`src/rtl/gpio_match_pkg.sv`:
```
package gpio_match_pkg;
  localparam int unsigned PORT_W    = 8;
  localparam int unsigned NUM_PORTS = 2;
  localparam int unsigned ADDR_W    = 4;
  localparam int unsigned SLOT_W    = 3;  // per-port stride of 2**SLOT_W bytes
  localparam int unsigned IRQ_EN_BIT = 1;

  typedef enum logic [SLOT_W-1:0] {
    SLOT_LATCH = 3'd0,
    SLOT_DRIVE = 3'd1,
    SLOT_MODE  = 3'd2,
    SLOT_MASK  = 3'd3,
    SLOT_PATT  = 3'd4
  } slot_e;

  localparam logic [ADDR_W-1:0] CTRL_ADDR = 4'hF;
endpackage

```
`src/rtl/gpio_rst_sync.sv`:
```
module gpio_rst_sync (
  input  logic clk,
  input  logic rst_n_i,
  output logic rst_n_o
);
  logic stage_q, out_q;

  always_ff @(posedge clk or negedge rst_n_i) begin
    if (!rst_n_i) begin
      stage_q <= 1'b0;
      out_q   <= 1'b0;
    end else begin
      stage_q <= 1'b1;
      out_q   <= stage_q;
    end
  end

  assign rst_n_o = out_q;
endmodule

```
`src/rtl/gpio_in_sync.sv`:
```
module gpio_in_sync #(
  parameter int unsigned WIDTH = 16
) (
  input  logic             clk,
  input  logic             rst_n,
  input  logic [WIDTH-1:0] d_i,
  output logic [WIDTH-1:0] q_o
);
  logic [WIDTH-1:0] meta_q, sync_q;

  always_ff @(posedge clk or negedge rst_n) begin
    if (!rst_n) begin
      meta_q <= '0;
      sync_q <= '0;
    end else begin
      meta_q <= d_i;
      sync_q <= meta_q;
    end
  end

  assign q_o = sync_q;
endmodule

```
`src/rtl/gpio_pin_ctrl.sv`:
```
module gpio_pin_ctrl #(
  parameter int unsigned WIDTH = 8
) (
  input  logic [WIDTH-1:0] latch_i,
  input  logic [WIDTH-1:0] push_pull_i,
  input  logic [WIDTH-1:0] digital_i,
  input  logic [WIDTH-1:0] pin_sync_i,
  output logic [WIDTH-1:0] out_o,
  output logic [WIDTH-1:0] oe_o,
  output logic [WIDTH-1:0] pu_o,
  output logic [WIDTH-1:0] level_o
);
  for (genvar b = 0; b < WIDTH; b++) begin : g_bit
    always_comb begin
      out_o[b]   = latch_i[b];
      // A low latch always drives; a high latch drives only in push-pull.
      oe_o[b]    = digital_i[b] & (~latch_i[b] | push_pull_i[b]);
      pu_o[b]    = digital_i[b] & latch_i[b];
      // Analog pins have no receiver: they present 0.
      level_o[b] = digital_i[b] & pin_sync_i[b];
    end
  end
endmodule

```
`src/rtl/gpio_match_detect.sv`:
```
module gpio_match_detect #(
  parameter int unsigned NUM_PORTS = 2,
  parameter int unsigned WIDTH     = 8
) (
  input  logic                             clk,
  input  logic                             rst_n,
  input  logic [NUM_PORTS-1:0][WIDTH-1:0]  level_i,
  input  logic [NUM_PORTS-1:0][WIDTH-1:0]  mask_i,
  input  logic [NUM_PORTS-1:0][WIDTH-1:0]  patt_i,
  output logic                             evt_o
);
  logic [NUM_PORTS-1:0] port_miss;
  logic                 evt_d, evt_q;
  logic                 masks_clear;

  for (genvar p = 0; p < NUM_PORTS; p++) begin : g_port
    assign port_miss[p] = (level_i[p] & mask_i[p]) != (patt_i[p] & mask_i[p]);
  end

  always_comb begin
    evt_d = |port_miss;
  end

  always_ff @(posedge clk or negedge rst_n) begin
    if (!rst_n) evt_q <= 1'b0;
    else        evt_q <= evt_d;
  end

  assign evt_o       = evt_q;
  assign masks_clear = (mask_i == '0);

  // with every mask clear for two cycles no event can be present.
  p_masks_clear_quiet_r5: assert property (@(posedge clk) disable iff (!rst_n)
    (masks_clear && $past(masks_clear)) |-> !evt_o);
endmodule

```
`src/rtl/gpio_match_port.sv`:
```
module gpio_match_port
  import gpio_match_pkg::*;
#(
  parameter int unsigned NUM_PORTS = gpio_match_pkg::NUM_PORTS,
  parameter int unsigned PORT_W    = gpio_match_pkg::PORT_W,
  parameter int unsigned ADDR_W    = gpio_match_pkg::ADDR_W
) (
  input  logic                        clk,
  input  logic                        rst_n,
  input  logic                        reg_we,
  input  logic [ADDR_W-1:0]           reg_addr,
  input  logic [PORT_W-1:0]           reg_wdata,
  output logic [PORT_W-1:0]           reg_rdata,
  input  logic [NUM_PORTS*PORT_W-1:0] pin_in,
  output logic [NUM_PORTS*PORT_W-1:0] pin_out,
  output logic [NUM_PORTS*PORT_W-1:0] pin_oe,
  output logic [NUM_PORTS*PORT_W-1:0] pin_pu,
  output logic                        match_evt,
  output logic                        irq_req,
  output logic                        wake_req
);
  localparam int unsigned PSEL_W = ADDR_W - SLOT_W;
  localparam int unsigned PINS   = NUM_PORTS * PORT_W;

  logic rst_sync_n;

  logic [NUM_PORTS-1:0][PORT_W-1:0] latch_q, latch_d;
  logic [NUM_PORTS-1:0][PORT_W-1:0] drive_q, drive_d;
  logic [NUM_PORTS-1:0][PORT_W-1:0] mode_q,  mode_d;
  logic [NUM_PORTS-1:0][PORT_W-1:0] mask_q,  mask_d;
  logic [NUM_PORTS-1:0][PORT_W-1:0] patt_q,  patt_d;
  logic                             irq_en_q, irq_en_d;

  logic [NUM_PORTS-1:0][PORT_W-1:0] level;
  logic [PINS-1:0]                  pin_sync;

  logic [PSEL_W-1:0] addr_port;
  logic [SLOT_W-1:0] addr_slot;
  logic              addr_ctrl;

  assign addr_port = reg_addr[ADDR_W-1:SLOT_W];
  assign addr_slot = reg_addr[SLOT_W-1:0];
  assign addr_ctrl = (reg_addr == CTRL_ADDR);

  gpio_rst_sync i_rst_sync (
    .clk     (clk),
    .rst_n_i (rst_n),
    .rst_n_o (rst_sync_n)
  );

  gpio_in_sync #(.WIDTH(PINS)) i_in_sync (
    .clk   (clk),
    .rst_n (rst_sync_n),
    .d_i   (pin_in),
    .q_o   (pin_sync)
  );

  // Register next-state.
  always_comb begin
    latch_d  = latch_q;
    drive_d  = drive_q;
    mode_d   = mode_q;
    mask_d   = mask_q;
    patt_d   = patt_q;
    irq_en_d = irq_en_q;
    if (reg_we) begin
      if (addr_ctrl) begin
        irq_en_d = reg_wdata[IRQ_EN_BIT];
      end else begin
        for (int p = 0; p < NUM_PORTS; p++) begin
          if (int'(addr_port) == p) begin
            case (addr_slot)
              SLOT_LATCH: latch_d[p] = reg_wdata;
              SLOT_DRIVE: drive_d[p] = reg_wdata;
              SLOT_MODE:  mode_d[p]  = reg_wdata;
              SLOT_MASK:  mask_d[p]  = reg_wdata;
              SLOT_PATT:  patt_d[p]  = reg_wdata;
              default:    ;
            endcase
          end
        end
      end
    end
  end

  // Register state.
  always_ff @(posedge clk or negedge rst_sync_n) begin
    if (!rst_sync_n) begin
      latch_q  <= '1;
      drive_q  <= '0;
      mode_q   <= '1;
      mask_q   <= '0;
      patt_q   <= '1;
      irq_en_q <= 1'b0;
    end else begin
      latch_q  <= latch_d;
      drive_q  <= drive_d;
      mode_q   <= mode_d;
      mask_q   <= mask_d;
      patt_q   <= patt_d;
      irq_en_q <= irq_en_d;
    end
  end

  for (genvar p = 0; p < NUM_PORTS; p++) begin : g_port
    gpio_pin_ctrl #(.WIDTH(PORT_W)) i_pin_ctrl (
      .latch_i     (latch_q[p]),
      .push_pull_i (drive_q[p]),
      .digital_i   (mode_q[p]),
      .pin_sync_i  (pin_sync[p*PORT_W +: PORT_W]),
      .out_o       (pin_out[p*PORT_W +: PORT_W]),
      .oe_o        (pin_oe[p*PORT_W +: PORT_W]),
      .pu_o        (pin_pu[p*PORT_W +: PORT_W]),
      .level_o     (level[p])
    );

    for (genvar b = 0; b < PORT_W; b++) begin : g_chk
      // analog pins neither drive nor pull up.
      p_analog_quiet_r3: assert property (@(posedge clk) disable iff (!rst_sync_n)
        !mode_q[p][b] |-> (!pin_oe[p*PORT_W+b] && !pin_pu[p*PORT_W+b]));
      // a low latch on a digital pin always drives low.
      p_low_latch_drives_r2: assert property (@(posedge clk) disable iff (!rst_sync_n)
        (mode_q[p][b] && !latch_q[p][b]) |-> (pin_oe[p*PORT_W+b] && !pin_out[p*PORT_W+b]));
    end
  end

  gpio_match_detect #(.NUM_PORTS(NUM_PORTS), .WIDTH(PORT_W)) i_match (
    .clk     (clk),
    .rst_n   (rst_sync_n),
    .level_i (level),
    .mask_i  (mask_q),
    .patt_i  (patt_q),
    .evt_o   (match_evt)
  );

  assign irq_req  = match_evt & irq_en_q;
  assign wake_req = match_evt;

  // Read path.
  always_comb begin
    reg_rdata = '0;
    if (addr_ctrl) begin
      reg_rdata[IRQ_EN_BIT] = irq_en_q;
    end else begin
      for (int p = 0; p < NUM_PORTS; p++) begin
        if (int'(addr_port) == p) begin
          case (addr_slot)
            SLOT_LATCH: reg_rdata = level[p];
            SLOT_DRIVE: reg_rdata = drive_q[p];
            SLOT_MODE:  reg_rdata = mode_q[p];
            SLOT_MASK:  reg_rdata = mask_q[p];
            SLOT_PATT:  reg_rdata = patt_q[p];
            default:    reg_rdata = '0;
          endcase
        end
      end
    end
  end

  // no interrupt request without the enable.
  p_irq_needs_enable_r7: assert property (@(posedge clk) disable iff (!rst_sync_n)
    irq_req |-> irq_en_q);
  // an interrupt request always comes with a wake request.
  p_irq_implies_wake_r8: assert property (@(posedge clk) disable iff (!rst_sync_n)
    irq_req |-> wake_req);
endmodule

```
`config.mk`:
```
export PLATFORM = sky130hd
export DESIGN_NAME = gpio_match_port
export DESIGN_NICKNAME = d
export VERILOG_FILES = /design/src/rtl/gpio_match_pkg.sv /design/src/rtl/gpio_rst_sync.sv /design/src/rtl/gpio_in_sync.sv /design/src/rtl/gpio_pin_ctrl.sv /design/src/rtl/gpio_match_detect.sv /design/src/rtl/gpio_match_port.sv
export SDC_FILE = /design/constraint.sdc
export NUM_CORES = 1
export LEC_CHECK = 0
export BUFFER_PORTS_ARGS = -buffer_cell sky130_fd_sc_hd__buf_2
export CAP_MARGIN = 10
export CORE_MARGIN = 2
export CORE_UTILIZATION = 51
export CTS_CLUSTER_SIZE = 28
export DETAILED_ROUTE_END_ITERATION = 12
export GPL_ROUTABILITY_DRIVEN = 0
export PLACE_DENSITY_LB_ADDON = 0.08
export SLEW_MARGIN = 30
export SYNTH_ARGS = -nofsm -noshare
export SYNTH_HDL_FRONTEND = slang
export SYNTH_HIERARCHICAL = 1
export SYNTH_SLANG_ARGS = --single-unit
export TNS_END_PERCENT = 1
```
`constraint.sdc`:
```
create_clock -name clk -period 3.6 [get_ports clk]
set_input_delay 0.36 -clock clk [delete_from_list [all_inputs] [get_ports clk]]
set_output_delay 0.36 -clock clk [all_outputs]
set_load 0.03 [all_outputs]
```
==> impl_results.rst <==
.. list-table::
   :header-rows: 1

   * - Metric
     - Value
   * - Final standard cell area without fillers
     - 6913 um2
   * - Share of flip-flops with an asynchronous set or reset
     - 100.0%
   * - CP arrival
     - 2.23 ns
   * - Clock skew
     - 0.006785 ns
   * - Dominant cell by count in the synthesized netlist
     - mux2_2
   * - Grt total ovfl
     - 0
   * - Worst min path class
     - input port to asynchronous set/reset pin
   * - Residual antenna-violating net count after detailed routing
     - 0
   * - Number of synthesized register bits
     - 116
   * - N_diodes
     - 0
   * - Die X
     - 110.0 um
   * - Final-report setup violation count
     - 0
   * - TritonCTS Buffers
     - 17
   * - Placed standard-cell area
     - 6141 um2
   * - Area leader, netlist
     - dfrtp_1
   * - Quantity of gates resized following cts
     - 0
   * - Slew @ Worst Pin
     - 0.7907 ns
   * - Antenna violations before repair
     - 0
   * - Number of global-route vias before repair
     - 3,980
   * - Utilization of the core after routing
     - 63.49%
   * - Commonest register cell after synthesis
     - dfrtp_1
   * - Critical Path Most Common Cell
     - buf_2
   * - Sw Ratio
     - 30.79%
   * - Crit share post-route
     - 72.00%
   * - Clock-pin slew on the worst setup and hold paths
     - 0.05 ns
   * - Core area
     - 10,890 um2
   * - Worst-case headroom to the max-slew limit
     - 47.29%
   * - NumNets Final
     - 567
   * - Worst Setup Start Kind
     - input port
   * - Relative area change from synthesis to final layout
     - 20.55%
   * - Number of clock sinks
     - 116
   * - Drt wl/cell
     - 19.71 um
   * - Slowest stage cell, crit path
     - buf_2
   * - Pwr per Cell Area
     - 677.9 nW/um2
   * - Shortest clock period the worst path allows after layout
     - 2.592 ns
   * - DRC Markers
     - 0
   * - Count of yosys warnings during synthesis
     - 6
   * - RSZ-0062 raised after global routing
     - false
   * - Clock network latency to the later pin of the worst-skew pair
     - 0.52 ns
   * - Initial core utilization
     - 52.67%
   * - Quantity of I/O buffers inserted on ports
     - 89
   * - Max-Cap Viols
     - 0
   * - Syn Area/Cell
     - 12.86 um2
   * - Area contributors post-synth
     - dfrtp_1 30%, dfstp_2 22%, mux2_2 16%, a21boi_2 3.1%, buf_4 2.5%
   * - Peak VDD IR
     - 0.3620 mV
   * - Critical path's largest stage delay
     - 0.60 ns
   * - Fraction of final layout cells with drive strength greater than 1
     - 55.56%
   * - Standard-cell rows
     - 38
   * - Vertical die dimension
     - 110.0 um
   * - First-pass GRT wire length
     - 21,400 um
   * - Buffers from clock root to sink, at most
     - 2
   * - Share of total power in combinational logic
     - 23.8%
   * - Worst Hold Slack
     - 0.1597 ns
   * - Sequential fraction of design power
     - 39.9%
   * - Endpoint required time on the critical path
     - 3.24 ns
   * - Total nets after synthesis
     - 477
   * - Hold violation total from the final report
     - 0
   * - Top-area cell type share of the netlist area
     - 29.67%
   * - Final max-slew violation count
     - 0
   * - Half-perimeter wire length of the detailed placement result
     - 8887 um
   * - Combined area of all synthesized cells
     - 5734 um2
   * - Number of design-rule violations left by the first detailed-router iteration
     - 160
   * - All-layer global routing usage
     - 24.39%
   * - Number of placed I/O pins
     - 90
   * - Clk root buf
     - clkbuf_8
   * - Buffer count from post-CTS setup fixing
     - 0
   * - Worst setup path class
     - input port to primary output
   * - Overall routed net length
     - 13,580 um
   * - Internal cell power
     - 0.003243 W
   * - Critical-path cell list
     - buf_2 -> and2_1 -> a22oi_1 -> o22a_1 -> a21oi_1 -> buf_2
   * - Portion of the post-synthesis area used by sequential elements
     - 51.67%
   * - Max FO, Critical Path
     - 34
   * - Unique cell type count in the Yosys netlist
     - 57
   * - Net load switching power
     - 0.001443 W
   * - Count of mapped cells out of synthesis
     - 446
   * - Cts-stage hold buffer count
     - 17
   * - Vias
     - 3,822
   * - Leakage component of the power
     - 3.095 nW
   * - Full die area
     - 12,110 um2
   * - Clock network fraction of design power
     - 36.2%
   * - CP Capture Type
     - primary output
   * - Cell type group with the largest total delay on the critical path
     - buffers and inverters
   * - Number of enable flip-flop cells after synthesis
     - 0
   * - Drt pass-1 iters
     - 4
   * - Detail-routed via count per cell
     - 5.547
   * - Clock tree from TritonCTS
     - yes
   * - Max Fclk
     - 385.8 MHz
   * - Setup tns final
     - 0 ns
   * - CTS H-tree depth
     - 4
   * - Maximum number of pins on one net before global-route repair
     - 51
   * - CP Buf/Inv Count
     - 2
   * - Most numerous cell types in the synthesized netlist
     - 82 x mux2_2, 68 x dfrtp_1, 48 x dfstp_2, 19 x buf_4, 18 x and2_1
   * - Status
     - finished clean
[kinds of logic (layout without fill, tap and decap cells)]
kind of cell,after synthesis,in the layout,synth area share [%]
DFF,116,116,51.67
muxes,93,93,18.46
AOI/OAI and AO/OA,81,81,11.56
and+or+nand+nor,80,80,10.04
buffers and inverters,59,162,5.760
xor gates and xnor gates,16,16,2.444
other,1,1,0.06540
[area by class of cell]
type	count	area, um2
Timing Repair Buffer	112	660.6
Inverter	18	67.56
Multi-Input combinational cell	271	2441
Clock inverter	9	125.1
Tap cell	140	175.2
Sequential cell	116	2967
Fill cell	864	3975
Clock buffer	23	476.7
[worst register-to-register path: cells and delay by family, from the launching register on]
family / cells / cell delay [ns]
simple gates: 2 / 0.37
compound gates: 2 / 0.69
flops: 1 / 0.58
xor+xnor: 1 / 0.06
[per-layer routing]
metal	up-vias	GRT usage (%)	wire, um
met3	19	6.937	734
met2	115	39.26	6674
met5	-	0	0
met1	1930	31.26	5922
met4	0	9.403	251
li1	1758	-	-
[cells in the final DEF (no fill, tap or decap), types with 13 or more instances in the layout]
master | netlist | routed
buf_2 | 11 | 89
mux2_2 | 82 | 82
dfrtp_1 | 68 | 67
dfstp_2 | 48 | 48
and2_1 | 18 | 18
inv_1 | 17 | 17
dlygate4sd3_1 | 0 | 17
a21oi_1 | 16 | 16
clkbuf_16 | 0 | 16
a21boi_2 | 16 | 16
and2_2 | 16 | 16
xor2_1 | 16 | 16
a22oi_1 | 13 | 13
[through the flow]
stage | instances | setup WS (ns) | total power (W)
4_1_cts | 689 | 1.036 | 0.004725
2_1_floorplan | 446 | 0.2130 | 0.002729
3_3_place_gp | 640 | 1.076 | 0.002967
5_1_grt | 689 | 0.8501 | 0.004902
3_5_place_dp | 640 | 1.056 | 0.002991
6_report | 689 | 1.008 | 0.004687
[flip-flops by register name, indices dropped and copies added (netlist names)]
signal and cells:
drive_q 16, i_in_sync/meta_q 16, i_in_sync/q_o 16, latch_q 16, mask_q 16, mode_q 16, patt_q 16, i_match/evt_o 1
i_rst_sync/rst_n_o 1, i_rst_sync/stage_q 1, irq_en_q 1
[path summary, 6_finish.rpt]
kind | start | endpoint | slack, ns | cells past startpoint
worst max register to register | mode_q[15] | i_match/evt_o | 1.75 | 5
worst min-delay path | rst_n | i_rst_sync/rst_n_o | 0.16 | 2
worst max-delay path | reg_addr[0] | reg_rdata[5] | 1.01 | 6
min in group clk | reg_wdata[6] | drive_q[6] | 0.24 | 2
worst min register to register | i_in_sync/meta_q[13] | i_in_sync/q_o[13] | 0.34 | 0
max in group asynchronous | i_rst_sync/rst_n_o | mode_q[5] | 2.31 | 1
[power groups by stage]
stage | Sequential [W] | Clock, W | Combinational (W)
2_1_floorplan | 0.00182 | 0 | 0.000906
3_3_place_gp | 0.00188 | 0 | 0.00108
3_5_place_dp | 0.00189 | 0 | 0.00110
4_1_cts | 0.00187 | 0.00173 | 0.00112
5_1_grt | 0.00191 | 0.00178 | 0.00121
6_report | 0.00187 | 0.00170 | 0.00112
Power figures use the tool's default switching activity.
